==> src/rtl/tap_pkg.sv <==
package tap_pkg;
  localparam int IR_W = 7;

  typedef enum logic [3:0] {
    ST_RESET, ST_IDLE,
    ST_DR_SEL, ST_DR_CAP, ST_DR_SH, ST_DR_EX1, ST_DR_PAU, ST_DR_EX2, ST_DR_UPD,
    ST_IR_SEL, ST_IR_CAP, ST_IR_SH, ST_IR_EX1, ST_IR_PAU, ST_IR_EX2, ST_IR_UPD
  } tap_state_e;

  typedef enum logic [1:0] {PATH_BYP, PATH_ID, PATH_BND} dr_path_e;

  typedef struct packed {
    dr_path_e path;
    logic     hiz;
    logic     drive_bnd;
  } instr_dec_t;

  localparam logic [IR_W-1:0] OP_EXTEST = 7'b1111000;
  localparam logic [IR_W-1:0] OP_SAMPLE = 7'b1111010;
  localparam logic [IR_W-1:0] OP_IDCODE = 7'b1111011;
  localparam logic [IR_W-1:0] OP_HIGHZ  = 7'b1111101;
  localparam logic [IR_W-1:0] OP_CLAMP  = 7'b1111110;
  localparam logic [IR_W-1:0] OP_BYPASS = 7'b1111111;
  localparam logic [2:0]      PRIV_LOW  = 3'b100;

  // Every unlisted code, the reserved one and the private class: bypass, no pin control.
  function automatic instr_dec_t decode_op(logic [IR_W-1:0] op);
    instr_dec_t d;
    d = '{path: PATH_BYP, hiz: 1'b0, drive_bnd: 1'b0};
    if (op[2:0] != PRIV_LOW) begin
      case (op)
        OP_EXTEST: d = '{path: PATH_BND, hiz: 1'b0, drive_bnd: 1'b1};
        OP_SAMPLE: d = '{path: PATH_BND, hiz: 1'b0, drive_bnd: 1'b0};
        OP_IDCODE: d = '{path: PATH_ID,  hiz: 1'b0, drive_bnd: 1'b0};
        OP_HIGHZ:  d = '{path: PATH_BYP, hiz: 1'b1, drive_bnd: 1'b0};
        OP_CLAMP:  d = '{path: PATH_BYP, hiz: 1'b0, drive_bnd: 1'b1};
        default:   d = '{path: PATH_BYP, hiz: 1'b0, drive_bnd: 1'b0};
      endcase
    end
    return d;
  endfunction
endpackage

==> src/rtl/tap_fsm.sv <==
module tap_fsm
  import tap_pkg::*;
(
  input  logic       tck,
  input  logic       trst_n,
  input  logic       tms,
  output tap_state_e state
);
  tap_state_e nxt;

  always_comb begin
    case (state)
      ST_RESET:  nxt = tms ? ST_RESET  : ST_IDLE;
      ST_IDLE:   nxt = tms ? ST_DR_SEL : ST_IDLE;
      ST_DR_SEL: nxt = tms ? ST_IR_SEL : ST_DR_CAP;
      ST_DR_CAP: nxt = tms ? ST_DR_EX1 : ST_DR_SH;
      ST_DR_SH:  nxt = tms ? ST_DR_EX1 : ST_DR_SH;
      ST_DR_EX1: nxt = tms ? ST_DR_UPD : ST_DR_PAU;
      ST_DR_PAU: nxt = tms ? ST_DR_EX2 : ST_DR_PAU;
      ST_DR_EX2: nxt = tms ? ST_DR_UPD : ST_DR_SH;
      ST_DR_UPD: nxt = tms ? ST_DR_SEL : ST_IDLE;
      ST_IR_SEL: nxt = tms ? ST_RESET  : ST_IR_CAP;
      ST_IR_CAP: nxt = tms ? ST_IR_EX1 : ST_IR_SH;
      ST_IR_SH:  nxt = tms ? ST_IR_EX1 : ST_IR_SH;
      ST_IR_EX1: nxt = tms ? ST_IR_UPD : ST_IR_PAU;
      ST_IR_PAU: nxt = tms ? ST_IR_EX2 : ST_IR_PAU;
      ST_IR_EX2: nxt = tms ? ST_IR_UPD : ST_IR_SH;
      ST_IR_UPD: nxt = tms ? ST_DR_SEL : ST_IDLE;
      default:   nxt = ST_RESET;
    endcase
  end

  always_ff @(posedge tck or negedge trst_n) begin
    if (!trst_n) state <= ST_RESET;
    else         state <= nxt;
  end

  // five high tms samples always end in Test-Logic-Reset
  p_tms_reset_r1: assert property (@(posedge tck) disable iff (!trst_n)
    tms && $past(tms) && $past(tms, 2) && $past(tms, 3) && $past(tms, 4)
    |=> state == ST_RESET);
endmodule

==> src/rtl/tap_ir.sv <==
module tap_ir
  import tap_pkg::*;
(
  input  logic            tck,
  input  logic            trst_n,
  input  tap_state_e      state,
  input  logic            tdi,
  output logic [IR_W-1:0] ir_q,
  output logic            ir_lsb
);
  localparam logic [IR_W-1:0] CAP_VAL = {{(IR_W-2){1'b0}}, 2'b01};

  logic [IR_W-1:0] ir_sr;

  always_ff @(posedge tck or negedge trst_n) begin
    if (!trst_n) ir_sr <= CAP_VAL;
    else if (state == ST_IR_CAP) ir_sr <= CAP_VAL;
    else if (state == ST_IR_SH)  ir_sr <= {tdi, ir_sr[IR_W-1:1]};
  end

  always_ff @(posedge tck or negedge trst_n) begin
    if (!trst_n) ir_q <= OP_IDCODE;
    else if (state == ST_RESET)  ir_q <= OP_IDCODE;
    else if (state == ST_IR_UPD) ir_q <= ir_sr;
  end

  assign ir_lsb = ir_sr[0];

  // capture pattern in the low bits
  p_cap_ir_r3: assert property (@(posedge tck) disable iff (!trst_n)
    state == ST_IR_CAP |=> ir_sr[1:0] == 2'b01);
  // instruction changes only through Update-IR or reset
  p_ir_hold_r4: assert property (@(posedge tck) disable iff (!trst_n)
    (state != ST_IR_UPD) && (state != ST_RESET) |=> $stable(ir_q));
endmodule

==> src/rtl/tap_dr.sv <==
module tap_dr
  import tap_pkg::*;
#(
  parameter int              ID_W    = 32,
  parameter logic [ID_W-1:0] ID_CODE = 32'h1234_5679
) (
  input  logic       tck,
  input  logic       trst_n,
  input  tap_state_e state,
  input  dr_path_e   path,
  input  logic       tdi,
  input  logic       bnd_so,
  output logic       bnd_capture,
  output logic       bnd_shift,
  output logic       bnd_update,
  output logic       dr_lsb
);
  logic            byp_q;
  logic [ID_W-1:0] id_sr;

  always_ff @(posedge tck or negedge trst_n) begin
    if (!trst_n) byp_q <= 1'b0;
    else if (path == PATH_BYP) begin
      if (state == ST_DR_CAP)     byp_q <= 1'b0;
      else if (state == ST_DR_SH) byp_q <= tdi;
    end
  end

  always_ff @(posedge tck or negedge trst_n) begin
    if (!trst_n) id_sr <= ID_CODE;
    else if (path == PATH_ID) begin
      if (state == ST_DR_CAP)     id_sr <= ID_CODE;
      else if (state == ST_DR_SH) id_sr <= {tdi, id_sr[ID_W-1:1]};
    end
  end

  assign bnd_capture = (path == PATH_BND) && (state == ST_DR_CAP);
  assign bnd_shift   = (path == PATH_BND) && (state == ST_DR_SH);
  assign bnd_update  = (path == PATH_BND) && (state == ST_DR_UPD);

  always_comb begin
    case (path)
      PATH_ID:  dr_lsb = id_sr[0];
      PATH_BND: dr_lsb = bnd_so;
      default:  dr_lsb = byp_q;
    endcase
  end

  // bypass stage holds zero right after capture
  p_byp_capture_r5: assert property (@(posedge tck) disable iff (!trst_n)
    state == ST_DR_CAP && path == PATH_BYP |=> byp_q == 1'b0);
  // boundary strobes never overlap
  p_bnd_strobe_r6: assert property (@(posedge tck) disable iff (!trst_n)
    $onehot0({bnd_capture, bnd_shift, bnd_update}));
endmodule

==> src/rtl/tap_ctrl.sv <==
module tap_ctrl
  import tap_pkg::*;
#(
  parameter int              ID_W    = 32,
  parameter logic [ID_W-1:0] ID_CODE = 32'h1234_5679
) (
  input  logic tck,
  input  logic trst_n,
  input  logic tms,
  input  logic tdi,
  output logic tdo,
  output logic tdo_en,
  output logic bnd_capture,
  output logic bnd_shift,
  output logic bnd_update,
  output logic bnd_si,
  input  logic bnd_so,
  output logic pins_hiz,
  output logic pins_from_bnd
);
  tap_state_e      state;
  logic [IR_W-1:0] ir_q;
  logic            ir_lsb;
  logic            dr_lsb;
  instr_dec_t      dec;

  tap_fsm u_fsm (.tck(tck), .trst_n(trst_n), .tms(tms), .state(state));

  tap_ir u_ir (.tck(tck), .trst_n(trst_n), .state(state), .tdi(tdi),
               .ir_q(ir_q), .ir_lsb(ir_lsb));

  assign dec = decode_op(ir_q);

  tap_dr #(.ID_W(ID_W), .ID_CODE(ID_CODE)) u_dr (
    .tck(tck), .trst_n(trst_n), .state(state), .path(dec.path), .tdi(tdi),
    .bnd_so(bnd_so), .bnd_capture(bnd_capture), .bnd_shift(bnd_shift),
    .bnd_update(bnd_update), .dr_lsb(dr_lsb));

  assign bnd_si        = tdi;
  assign pins_hiz      = dec.hiz;
  assign pins_from_bnd = dec.drive_bnd;

  always_ff @(negedge tck or negedge trst_n) begin
    if (!trst_n) begin
      tdo    <= 1'b0;
      tdo_en <= 1'b0;
    end else begin
      tdo_en <= (state == ST_IR_SH) || (state == ST_DR_SH);
      tdo    <= (state == ST_IR_SH) ? ir_lsb : dr_lsb;
    end
  end

  // output enabled only while shifting
  p_tdo_en_r10: assert property (@(posedge tck) disable iff (!trst_n)
    tdo_en |-> (state == ST_IR_SH) || (state == ST_DR_SH));
  // the two pin modes never both active
  p_pin_modes_r7: assert property (@(posedge tck) disable iff (!trst_n)
    $onehot0({pins_hiz, pins_from_bnd}));
endmodule

==> config.mk <==
export PLATFORM = sky130hd
export DESIGN_NAME = tap_ctrl
export DESIGN_NICKNAME = d
export VERILOG_FILES = /design/src/rtl/tap_pkg.sv /design/src/rtl/tap_fsm.sv /design/src/rtl/tap_ir.sv /design/src/rtl/tap_dr.sv /design/src/rtl/tap_ctrl.sv
export SDC_FILE = /design/constraint.sdc
export NUM_CORES = 1
export LEC_CHECK = 0
export BUFFER_PORTS_ARGS = -buffer_cell sky130_fd_sc_hd__buf_2
export CAP_MARGIN = 20
export CORE_UTILIZATION = 64
export CTS_CLUSTER_DIAMETER = 100
export CTS_CLUSTER_SIZE = 16
export DETAILED_ROUTE_END_ITERATION = 16
export PLACE_DENSITY_LB_ADDON = 0.1
export SLEW_MARGIN = 25
export SYNTH_ARGS = -nofsm -noshare
export SYNTH_HDL_FRONTEND = slang
export SYNTH_SLANG_ARGS = --single-unit
==> constraint.sdc <==
create_clock -name tck -period 5.5 [get_ports tck]
set_input_delay 0.275 -clock tck [delete_from_list [all_inputs] [get_ports tck]]
set_output_delay 0.275 -clock tck [all_outputs]
set_load 0.01 [all_outputs]
==> impl_metrics.tcl, run 1 <==
set metrics [dict create \
    hold_buffers 1 \
    grt.total_usage_pct 24.29 \
    postLayoutSetupSlackWorst_ps 648.2 \
    postCtsSetupBuffers 0 \
    synthesis.area_mm2 0.002379 \
    final_design_area_no_fill_mm2 0.002500 \
    synth_async_sr_flop_share_pct 100.0 \
    final_hold_viol_count 0 \
    die_area_mm2 0.003964 \
    yosys.cell_count.top_type "sky130_fd_sc_hd__dfrtp_1" \
    rsz0062_at_grt "no" \
    cts_resized 0 \
    die-width_um 62.96 \
    cts_tree "done" \
    syn-num-nets 214 \
    cts.sink_count 53 \
    drc_markers 0 \
    cts_inserted_buffers 5 \
    vias_in_the_first_global_route 1492 \
    synth.ff_latch_count 53 \
    total_power_mw 1.527 \
    cts-htree-levels 2 \
    initial_core_util_pct 69.10 \
    synth_cell_types 48 \
    initialDrtViolationCount 165 \
    dpl_cell_area_mm2 0.002404 \
    synth.top_cell.area_share_pct 31.56 \
    average_detailed_routed_wire_length_per_instance_um 17.04 \
    syn-instance-count 206 \
    ys.warnings.count 0 \
    timing_worst_setup_path_type "flip-flop to flip-flop" \
    die_height_um 62.96 \
    num_vias 1650 \
    count_of_flip_flops_with_a_built_in_enable_after_synthesis 0 \
    cellLeakagePower_nw 1.098 \
    grt_antenna_before_repair 0 \
    globalRoute.totalOverflow 0 \
    share_of_cells_above_drive_strength_1_pct 22.86 \
    tightest_slew_ps 916.6 \
    synth_top_cells_by_area "sky130_fd_sc_hd__dfrtp_1 (32%), sky130_fd_sc_hd__dfstp_2 (23%), sky130_fd_sc_hd__a22o_1 (6.6%), sky130_fd_sc_hd__o22a_1 (5.2%), sky130_fd_sc_hd__o21ai_0 (3.6%)" \
    leading_register_cell_type_out_of_synthesis "sky130_fd_sc_hd__dfrtp_1" \
    timing.slew.headroom_pct 38.42 \
    run_status "finished, final reports clean" \
    clk_root_buffer_cell "sky130_fd_sc_hd__clkbuf_8" \
    place.gp.congestion 0.8348 \
    core-area_mm2 0.003442 \
    drt-total-wl_mm 4.362 \
    setup_tns_after_final_layout_ps 0 \
    core.rowCount 21 \
    hpwl_mm 2.856 \
    clk_transition_reported_paths_ps 90 \
    synth_commonest_cells "sky130_fd_sc_hd__dfrtp_1 (30), sky130_fd_sc_hd__dfstp_2 (21), sky130_fd_sc_hd__a22o_1 (18)" \
    setup-violations-final 0 \
    boundaryPins 13 \
    avgViaCountPerCell 6.445 \
    vdd.ir_drop.worst_uv 307.9 \
    power_per_cell_area_mw_per_mm2 610.7 \
    largest_net_degree_at_the_start_of_global_routing 48 \
    worstHoldPathType "input pin to flip-flop" \
    worstPathRequired_ps 2910 \
    mean_instance_size_in_the_synthesized_netlist_um2 11.55 \
    worst-path-max-fanout 5 \
    ff2ff_setup_slack_ps 650 \
    dp_slack_ps 676.5 \
    clock_path_buffers 2 \
    max_cap_check_violation_count 0 \
    drt.antenna.violating_nets 0 \
    synth_largest_area_cell "sky130_fd_sc_hd__dfrtp_1" \
    setup.worst_path.start_class "flip-flop" \
    clock_insertion_delay_worst_skew_ps 310 \
    wire_length_of_the_first_global_routing_pass_mm 7.293 \
    cp-end-kind "flip-flop" \
    final.setup_skew_ps 6.961 \
    port_buffers 12 \
    area_growth_syn_to_layout_pct 5.103 \
    detail_route.first_pass.iterations 5 \
    ys_seq_area_share_pct 56.86 \
    antennaDiodeCount 0 \
    nets 217 \
    worstPathArrival_ps 2260 \
    drv_slew 0 \
]
## flip-flops by register name, summed over array words and instances (netlist names)
| register | flops |
|---|---|
| tdo | 1 |
| tdo_en | 1 |
| u_dr.byp_q | 1 |
| u_dr.id_sr | 32 |
| u_fsm.state | 4 |
| u_ir.ir_q | 7 |
| u_ir.ir_sr | 7 |
## per-layer routing
layer	global-route usage (%)	part of all wire, %
met1	34.37	47
met2	35.08	47
met3	6.752	3.4
met4	10.47	2.6
met5	0	0
## critical path, cell delays in order (launching register included)
cell                      delay [ps]
sky130_fd_sc_hd__dfstp_2         550
sky130_fd_sc_hd__nand4_1         170
sky130_fd_sc_hd__or3_1           400
sky130_fd_sc_hd__ha_1            260
sky130_fd_sc_hd__a22oi_1         200
sky130_fd_sc_hd__o21ai_0         110
sky130_fd_sc_hd__mux2_2          260
## logic make-up (layout without fill, tap and decap cells)
kind of cell	count (synthesis)	after routing	share of synthesized area (%)
AO/OA/AOI/OAI	73	73	23.15
AND/OR/NAND/NOR	52	52	12.05
multiplexers	2	2	0.9468
flip-flops	53	53	56.86
buffers and inverters	21	25	4.681
XOR/XNOR	2	2	0.7366
adder cells (fa/ha/maj)	3	3	1.578
## cells in the final DEF (no fill, tap or decap), types with 2 or more instances in the layout
cell                       synthesis  final
sky130_fd_sc_hd__nor2b_1           5      5
sky130_fd_sc_hd__xor2_1            2      2
sky130_fd_sc_hd__o21a_1            2      2
sky130_fd_sc_hd__o22a_1           14     14
sky130_fd_sc_hd__a22oi_1           7      7
sky130_fd_sc_hd__and3_1            3      3
sky130_fd_sc_hd__buf_2             5     12
sky130_fd_sc_hd__a21oi_1           2      2
sky130_fd_sc_hd__dfstp_2          21     21
sky130_fd_sc_hd__nor2_1           10     10
sky130_fd_sc_hd__o21ai_0          17     17
sky130_fd_sc_hd__nand3_1           4      4
sky130_fd_sc_hd__inv_1             3      3
sky130_fd_sc_hd__ha_1              3      3
sky130_fd_sc_hd__clkbuf_8          0      5
sky130_fd_sc_hd__nand2_1          16     16
sky130_fd_sc_hd__dfrtn_1           2      2
sky130_fd_sc_hd__a22o_1           18     18
sky130_fd_sc_hd__dfrtp_1          30     30
sky130_fd_sc_hd__nor3_1            3      3
sky130_fd_sc_hd__mux2_2            2      2
## power breakdown
| part | leakage [nW] | total [mW] | switching (mW) | internal (mW) |
|---|---|---|---|---|
| Combinational | 0.415 | 0.554 | 0.282 | 0.273 |
| Clock | 0.0456 | 0.217 | 0.126 | 0.0909 |
| Sequential | 0.638 | 0.756 | 0.165 | 0.591 |
| Total | 1.10 | 1.53 | 0.572 | 0.954 |
## stage by stage
| step | utilization (%) | instances | hold slack [ps] |
|---|---|---|---|
| 4_1_cts | 72.63 | 256 | 247.8 |
| 3_5_place_dp | 69.83 | 247 | 119.1 |
| 5_1_grt | 72.63 | 256 | 249.4 |
| 3_3_place_gp | 69.83 | 247 | 115.5 |
| 2_1_floorplan | - | 206 | -20.59 |
| 6_report | 72.63 | 256 | 256.4 |
## cell type report
class / instances / area, um^2
Sequential cell: 53 / 1353
Fill cell: 237 / 942.2
Multi-Input combinational cell: 132 / 914.6
Timing Repair Buffer: 14 / 77.57
Clock buffer: 6 / 72.57
Tap cell: 46 / 57.56
Clock inverter: 2 / 13.76
Inverter: 3 / 11.26
## path summary, 6_finish.rpt
kind / cells after the start / from / end
max: 6 / u_ir.ir_q[6] / tdo
min: 2 / tdi / u_dr.id_sr[31]
max reg2reg: 6 / u_ir.ir_q[6] / tdo
min reg2reg: 1 / u_dr.id_sr[8] / u_dr.id_sr[8]
max in group asynchronous: 2 / trst_n / tdo
min in group asynchronous: 2 / trst_n / u_fsm.state[1]
Power figures use the tool's default switching activity.
==> inputs of run 2 (changes only) <==
--- a/config.mk
+++ b/config.mk
@@ -7,7 +7,7 @@
 export LEC_CHECK = 0
 export BUFFER_PORTS_ARGS = -buffer_cell sky130_fd_sc_hd__buf_2
 export CAP_MARGIN = 20
-export CORE_UTILIZATION = 64
+export CORE_UTILIZATION = 59
 export CTS_CLUSTER_DIAMETER = 100
 export CTS_CLUSTER_SIZE = 16
 export DETAILED_ROUTE_END_ITERATION = 16
==> run 2 against run 1 <==
Net effect:
- cell count up 0.78%
- largest cell class unchanged
- wire length up 0.96%
- clock skew up 2.6 ps
- die area up 8.2%
- non-clock buffer count unchanged
- combinational power down 1%
- design area up 0.45%
- global-route usage down 0.38 points
- via count down 1.8%
- power up 0.23%
- utilization down 6.0 points
- critical endpoint unchanged
==> impl_metrics.tcl, run 2 (synthesis results as in run 1) <==
set metrics [dict create \
    run_status "finished, final reports clean" \
    grt.total_usage_pct 23.91 \
    antennaDiodeCount 0 \
    cts.sink_count 53 \
    clk_root_buffer_cell "sky130_fd_sc_hd__clkbuf_8" \
    fill_cell_instance_count_of_the_final_layout 299 \
    worstHoldPathCells 2 \
    worstPathArrival_ps 2230 \
    cts_tree "done" \
    avgViaCountPerCell 6.283 \
    setup.worst_path.start_class "flip-flop" \
    cellLeakagePower_nw 1.095 \
    grt_antenna_before_repair 0 \
    clk_transition_reported_paths_ps 100 \
    worstHoldPathType "input pin to flip-flop" \
    postCtsSetupBuffers 0 \
    die-width_um 65.50 \
    core-area_mm2 0.003771 \
    worst-path-max-fanout 5 \
    layout.cells.most_common "sky130_fd_sc_hd__dfrtp_1" \
    final.setup_skew_ps 9.548 \
    tightest_slew_ps 880.2 \
    drt.antenna.violating_nets 0 \
    largest_net_degree_at_the_start_of_global_routing 48 \
    hpwl_mm 2.871 \
    cts_inserted_buffers 5 \
    average_detailed_routed_wire_length_per_instance_um 17.07 \
    crit_buf_inv 0 \
    worstPathCellList "nand4_1 > or3_1 > ha_1 > a22oi_1 > o21ai_0 > mux2_2" \
    boundaryPins 13 \
    place.gp.congestion 0.8182 \
    initialDrtViolationCount 158 \
    largest_register "u_dr.id_sr" \
    clock_path_buffers 2 \
    worstPathRequired_ps 2910 \
    setup-violations-final 0 \
    crit-reg2reg-launch "u_ir.ir_q[6]" \
    num_vias 1621 \
    initial_core_util_pct 63.07 \
    cts-htree-levels 2 \
    ff2ff_setup_slack_ps 690 \
    final_hold_viol_count 0 \
    cell_count_of_the_worst_reg_to_reg_path 6 \
    die_area_mm2 0.004290 \
    worst_path_max_delay_cell "sky130_fd_sc_hd__dfstp_2" \
    die_height_um 65.50 \
    drt-total-wl_mm 4.404 \
    drc_markers 0 \
    wire_length_of_the_first_global_routing_pass_mm 7.624 \
    vdd.ir_drop.worst_uv 307.7 \
    setup_tns_after_final_layout_ps 0 \
    critical_path.max_stage_delay_ps 560 \
    timing.slew.headroom_pct 41.32 \
    power_per_cell_area_mw_per_mm2 609.4 \
    cts_resized 0 \
    dp_slack_ps 705.5 \
    share_of_cells_above_drive_strength_1_pct 23.33 \
    number_of_flip_flops_in_the_largest_register 32 \
    largest_registers "u_dr.id_sr: 32 flops, u_ir.ir_q: 7 flops, u_ir.ir_sr: 7 flops" \
    layout.cells.most_common_list "sky130_fd_sc_hd__dfrtp_1 (30), sky130_fd_sc_hd__dfstp_2 (21), sky130_fd_sc_hd__a22o_1 (18)" \
    postLayoutSetupSlackWorst_ps 686.4 \
    drv_slew 0 \
    timing_worst_setup_path_type "flip-flop to flip-flop" \
    clock_insertion_delay_worst_skew_ps 310 \
    detail_route.first_pass.iterations 4 \
    min_delay_worst_endpoint "u_dr.id_sr[31]" \
    globalRoute.totalOverflow 0 \
    max_cap_check_violation_count 0 \
    worst_r2r_endpoint "tdo" \
    nets 217 \
    core.rowCount 22 \
    cp-end-kind "flip-flop" \
    rsz0062_at_grt "no" \
    holdCritStartpoint "tdi" \
    critPathTopFamily "simple AND/OR/NAND/NOR gates" \
    vias_in_the_first_global_route 1618 \
    area_growth_syn_to_layout_pct 5.576 \
    port_buffers 12 \
]
run 2: cell count changes in the layout (fill, tap and decap cells not counted):
cell                         previous run  this run
sky130_fd_sc_hd__clkbuf_1               1         0
sky130_fd_sc_hd__inv_6                  1         0
sky130_fd_sc_hd__inv_8                  0         1
sky130_fd_sc_hd__clkinv_2               1         0
sky130_fd_sc_hd__clkinvlp_4             0         2
run 2: report_power, final:
part	internal (mW)	total, mW	switching, mW
logic	0.272	0.547	0.275
registers	0.590	0.755	0.164
clock network	0.0928	0.229	0.136
run 2: cell type report:
cell class	count	area, um^2	share of cell area (%)
clock inverter	3	26.28	1.046
clock buffer	5	68.82	2.740
inverter	3	11.26	0.4484
timing repair buffer	14	77.57	3.089
multi-input combinational	132	914.6	36.42
tap	48	60.06	2.392
sequential	53	1353	53.86
run 2: worst register-to-register path: cells and delay by family, from the launching register on:
family                   cells  cell delay [ps]
multiplexers                 1              260
adder cells (fa/ha/maj)      1              270
flip-flops                   1              560
AND/OR/NAND/NOR              2              570
AO/OA/AOI/OAI                2              250
run 2: what timing repair did:
item,4_1_cts,5_1_grt
setup endpoints to repair,0,0
hold buffers,1,0
endpoints found under the hold margin,4,0
run 2: how the worst max path moves through the flow:
stage                      start  endpoint  slack (ps)  cells past startpoint
global route        u_ir.ir_q[4]       tdo         610                      6
floorplan           u_ir.ir_q[6]       tdo         850                      6
CTS                 u_ir.ir_q[6]       tdo         690                      6
finish              u_ir.ir_q[6]       tdo         690                      6
detailed placement  u_ir.ir_q[6]       tdo         710                      6
global placement    u_ir.ir_q[6]       tdo         780                      6
run 2: metal layers:
metal | up-vias | GRT usage, % | routed length (um)
met1 | 827 | 32.98 | 2130
met4 | 0 | 8.967 | 67
met5 | - | 0 | 0
met2 | 21 | 37.50 | 2105
li1 | 767 | - | -
met3 | 6 | 4.688 | 101
run 2: per-stage QoR:
step	utilization [%]	area (um^2)	total power [mW]	cells	hold WS [ps]
final	66.59	2511	1.530	258	254.1
after detailed placement	63.80	2406	1.306	249	124.1
after CTS	66.59	2511	1.539	258	254.9
after global placement	63.80	2406	1.253	249	118.0
after floorplan	-	2379	1.202	206	-20.59
after global routing	66.59	2511	1.643	258	263.4
==> inputs of run 3 (changes only) <==
--- a/config.mk
+++ b/config.mk
@@ -7,7 +7,7 @@
 export LEC_CHECK = 0
 export BUFFER_PORTS_ARGS = -buffer_cell sky130_fd_sc_hd__buf_2
 export CAP_MARGIN = 20
-export CORE_UTILIZATION = 59
+export CORE_UTILIZATION = 58
 export CTS_CLUSTER_DIAMETER = 100
 export CTS_CLUSTER_SIZE = 16
 export DETAILED_ROUTE_END_ITERATION = 16
==> constraint.sdc (replaced) <==
create_clock -name tck -period 5.4 [get_ports tck]
set_input_delay 0.27 -clock tck [delete_from_list [all_inputs] [get_ports tck]]
set_output_delay 0.27 -clock tck [all_outputs]
set_load 0.01 [all_outputs]
==> run 3 against run 2 <==
Net effect:
- critical path depth did not move
- non-clock buffer count did not move
- sequential share of layout area rose by 0.11 points
- first-iteration DRC count rose by 7.0%
- clock power fell by 3%
- global-route usage fell by 0.16 points
==> impl_metrics.tcl, run 3 (synthesis results as in run 1) <==
set metrics [dict create \
    run_status "finished, final reports clean" \
    initialDrtViolationCount 169 \
    tightest_slew_ps 878.4 \
    core.rowCount 22 \
    timing.slew.headroom_pct 40.99 \
    max_cap_check_violation_count 0 \
    initial_core_util_pct 62.62 \
    share_of_cells_above_drive_strength_1_pct 22.97 \
    num_vias 1612 \
    core-area_mm2 0.003799 \
    die-width_um 66.04 \
    dr_wl_met2_mm 2.039 \
    worst_path_max_delay_cell "sky130_fd_sc_hd__dfstp_2" \
    vdd.ir_drop.worst_uv 293.8 \
    final.setup_skew_ps 3.593 \
    seqPwrFrac_pct 49.4 \
    setup.worst_path.start_class "flip-flop" \
    worst_r2r_endpoint "tdo" \
    power_per_cell_area_mw_per_mm2 617.2 \
    largest_registers "u_dr.id_sr: 32 flops, u_ir.ir_q: 7 flops, u_ir.ir_sr: 7 flops" \
    drv_slew 0 \
    cts_tree "done" \
    final_hold_viol_count 0 \
    layout.cells.most_common_list "sky130_fd_sc_hd__dfrtp_1 (30), sky130_fd_sc_hd__dfstp_2 (21), sky130_fd_sc_hd__a22o_1 (18)" \
    worstPathRequired_ps 2850 \
    cts.sink_count 53 \
    ff2ff_setup_slack_ps 640 \
    largest_net_degree_at_the_start_of_global_routing 48 \
    internal-power_uw 979.7 \
    holdCritStartpoint "tdi" \
    critical_path.max_stage_delay_ps 560 \
    rsz0062_at_grt "no" \
    cp-end-kind "flip-flop" \
    drt.antenna.violating_nets 0 \
    layout.cells.most_common "sky130_fd_sc_hd__dfrtp_1" \
    power.share.combinational_pct 36.2 \
    detail_route.first_pass.iterations 6 \
    cellLeakagePower_nw 1.096 \
    power_switching_share_pct 36.66 \
    wire_length_of_the_first_global_routing_pass_mm 7.645 \
    globalRoute.totalOverflow 0 \
    clk_transition_reported_paths_ps 90 \
    setup-violations-final 0 \
    nets 217 \
    worstHoldPathCells 2 \
    die_area_mm2 0.004361 \
    drc_markers 0 \
    worstPathArrival_ps 2210 \
    cts_inserted_buffers 5 \
    cell_count_of_the_worst_reg_to_reg_path 6 \
    critPathTopFamily "flip-flops" \
    drt-total-wl_mm 4.319 \
    drt-met1-wl_mm 1.992 \
    vias_in_the_first_global_route 1651 \
    place.gp.congestion 0.8273 \
    routed-wl-met3_um 220 \
    largest_register "u_dr.id_sr" \
    crit_buf_inv 0 \
    worstPathCellList "nand4_1 > or3_1 > ha_1 > a22oi_1 > o21ai_0 > mux2_2" \
    pwr-share-clk_pct 14.4 \
    area_growth_syn_to_layout_pct 5.365 \
    grt_antenna_before_repair 0 \
    worst-path-max-fanout 5 \
    timing_worst_setup_path_type "flip-flop to flip-flop" \
    final_design_area_no_fill_mm2 0.002506 \
    grt.total_usage_pct 23.75 \
    crit-reg2reg-launch "u_ir.ir_q[6]" \
    dpl_cell_area_mm2 0.002406 \
    port_buffers 12 \
    routed.top_layer "met4" \
    clk_root_buffer_cell "sky130_fd_sc_hd__clkbuf_8" \
    average_detailed_routed_wire_length_per_instance_um 16.81 \
    die_height_um 66.04 \
    hpwl_mm 2.832 \
    cts-htree-levels 2 \
    clock_path_buffers 2 \
    worstHoldPathType "input pin to flip-flop" \
    setup_tns_after_final_layout_ps 0 \
    min_delay_worst_endpoint "u_dr.id_sr[31]" \
    antennaDiodeCount 0 \
    boundaryPins 13 \
    clock_insertion_delay_worst_skew_ps 300 \
    cts_resized 0 \
    power.switching_uw 567.0 \
    number_of_flip_flops_in_the_largest_register 32 \
    avgViaCountPerCell 6.272 \
]
## run 3: changes by cell type in the layout (fill, tap and decap cells not counted), sizes merged
cell	previous run	this run
inv	4	3
clkbuf	5	6
clkinvlp	2	1
## run 3: cell type report
type	count	area, um^2
inverter	3	11.26
tap	48	60.06
fill	295	1292
sequential	53	1353
multi-input combinational	132	914.6
timing repair buffer	14	77.57
clock buffer	6	82.58
clock inverter	1	7.507
## run 3: repair_timing
item,in CTS,in global routing
setup buffers,0,0
endpoints found under the hold margin,4,0
hold buffers,1,0
## run 3: power groups by stage
| stage | Combinational (mW) | Clock [mW] | Sequential, mW |
|---|---|---|---|
| final | 0.561 | 0.223 | 0.764 |
| after global routing | 0.627 | 0.243 | 0.794 |
| after CTS | 0.565 | 0.228 | 0.763 |
| after detailed placement | 0.555 | 0 | 0.770 |
| after global placement | 0.521 | 0 | 0.755 |
| after floorplan | 0.546 | 0 | 0.678 |
## run 3: worst max-delay path by stage
stage / start / end / slack [ps] / cells past startpoint
global route: u_ir.ir_q[6] / tdo / 510 / 6
floorplan: u_ir.ir_q[6] / tdo / 800 / 6
global placement: u_ir.ir_q[6] / tdo / 730 / 6
CTS: u_ir.ir_q[6] / tdo / 630 / 6
finish: u_ir.ir_q[6] / tdo / 640 / 6
detailed placement: u_ir.ir_q[6] / tdo / 670 / 6
## run 3: metal layers
metal / vias up / global-route usage, %
met4: 0 / 8.777
met1: 789 / 32.07
met2: 48 / 37.24
met5: - / 0
met3: 7 / 5.690
li1: 768 / -
## run 3: through the flow
step	total power, mW	setup slack, ps	utilization, %	std cells	hold WS [ps]
after floorplan	1.224	803.3	-	206	-25.59
after global placement	1.276	727.6	63.34	249	113.1
after CTS	1.556	632.3	65.98	257	263.4
after global routing	1.664	512.7	65.98	257	268.9
after detailed placement	1.325	673.6	63.34	249	120.6
final	1.547	638.6	65.98	257	266.8
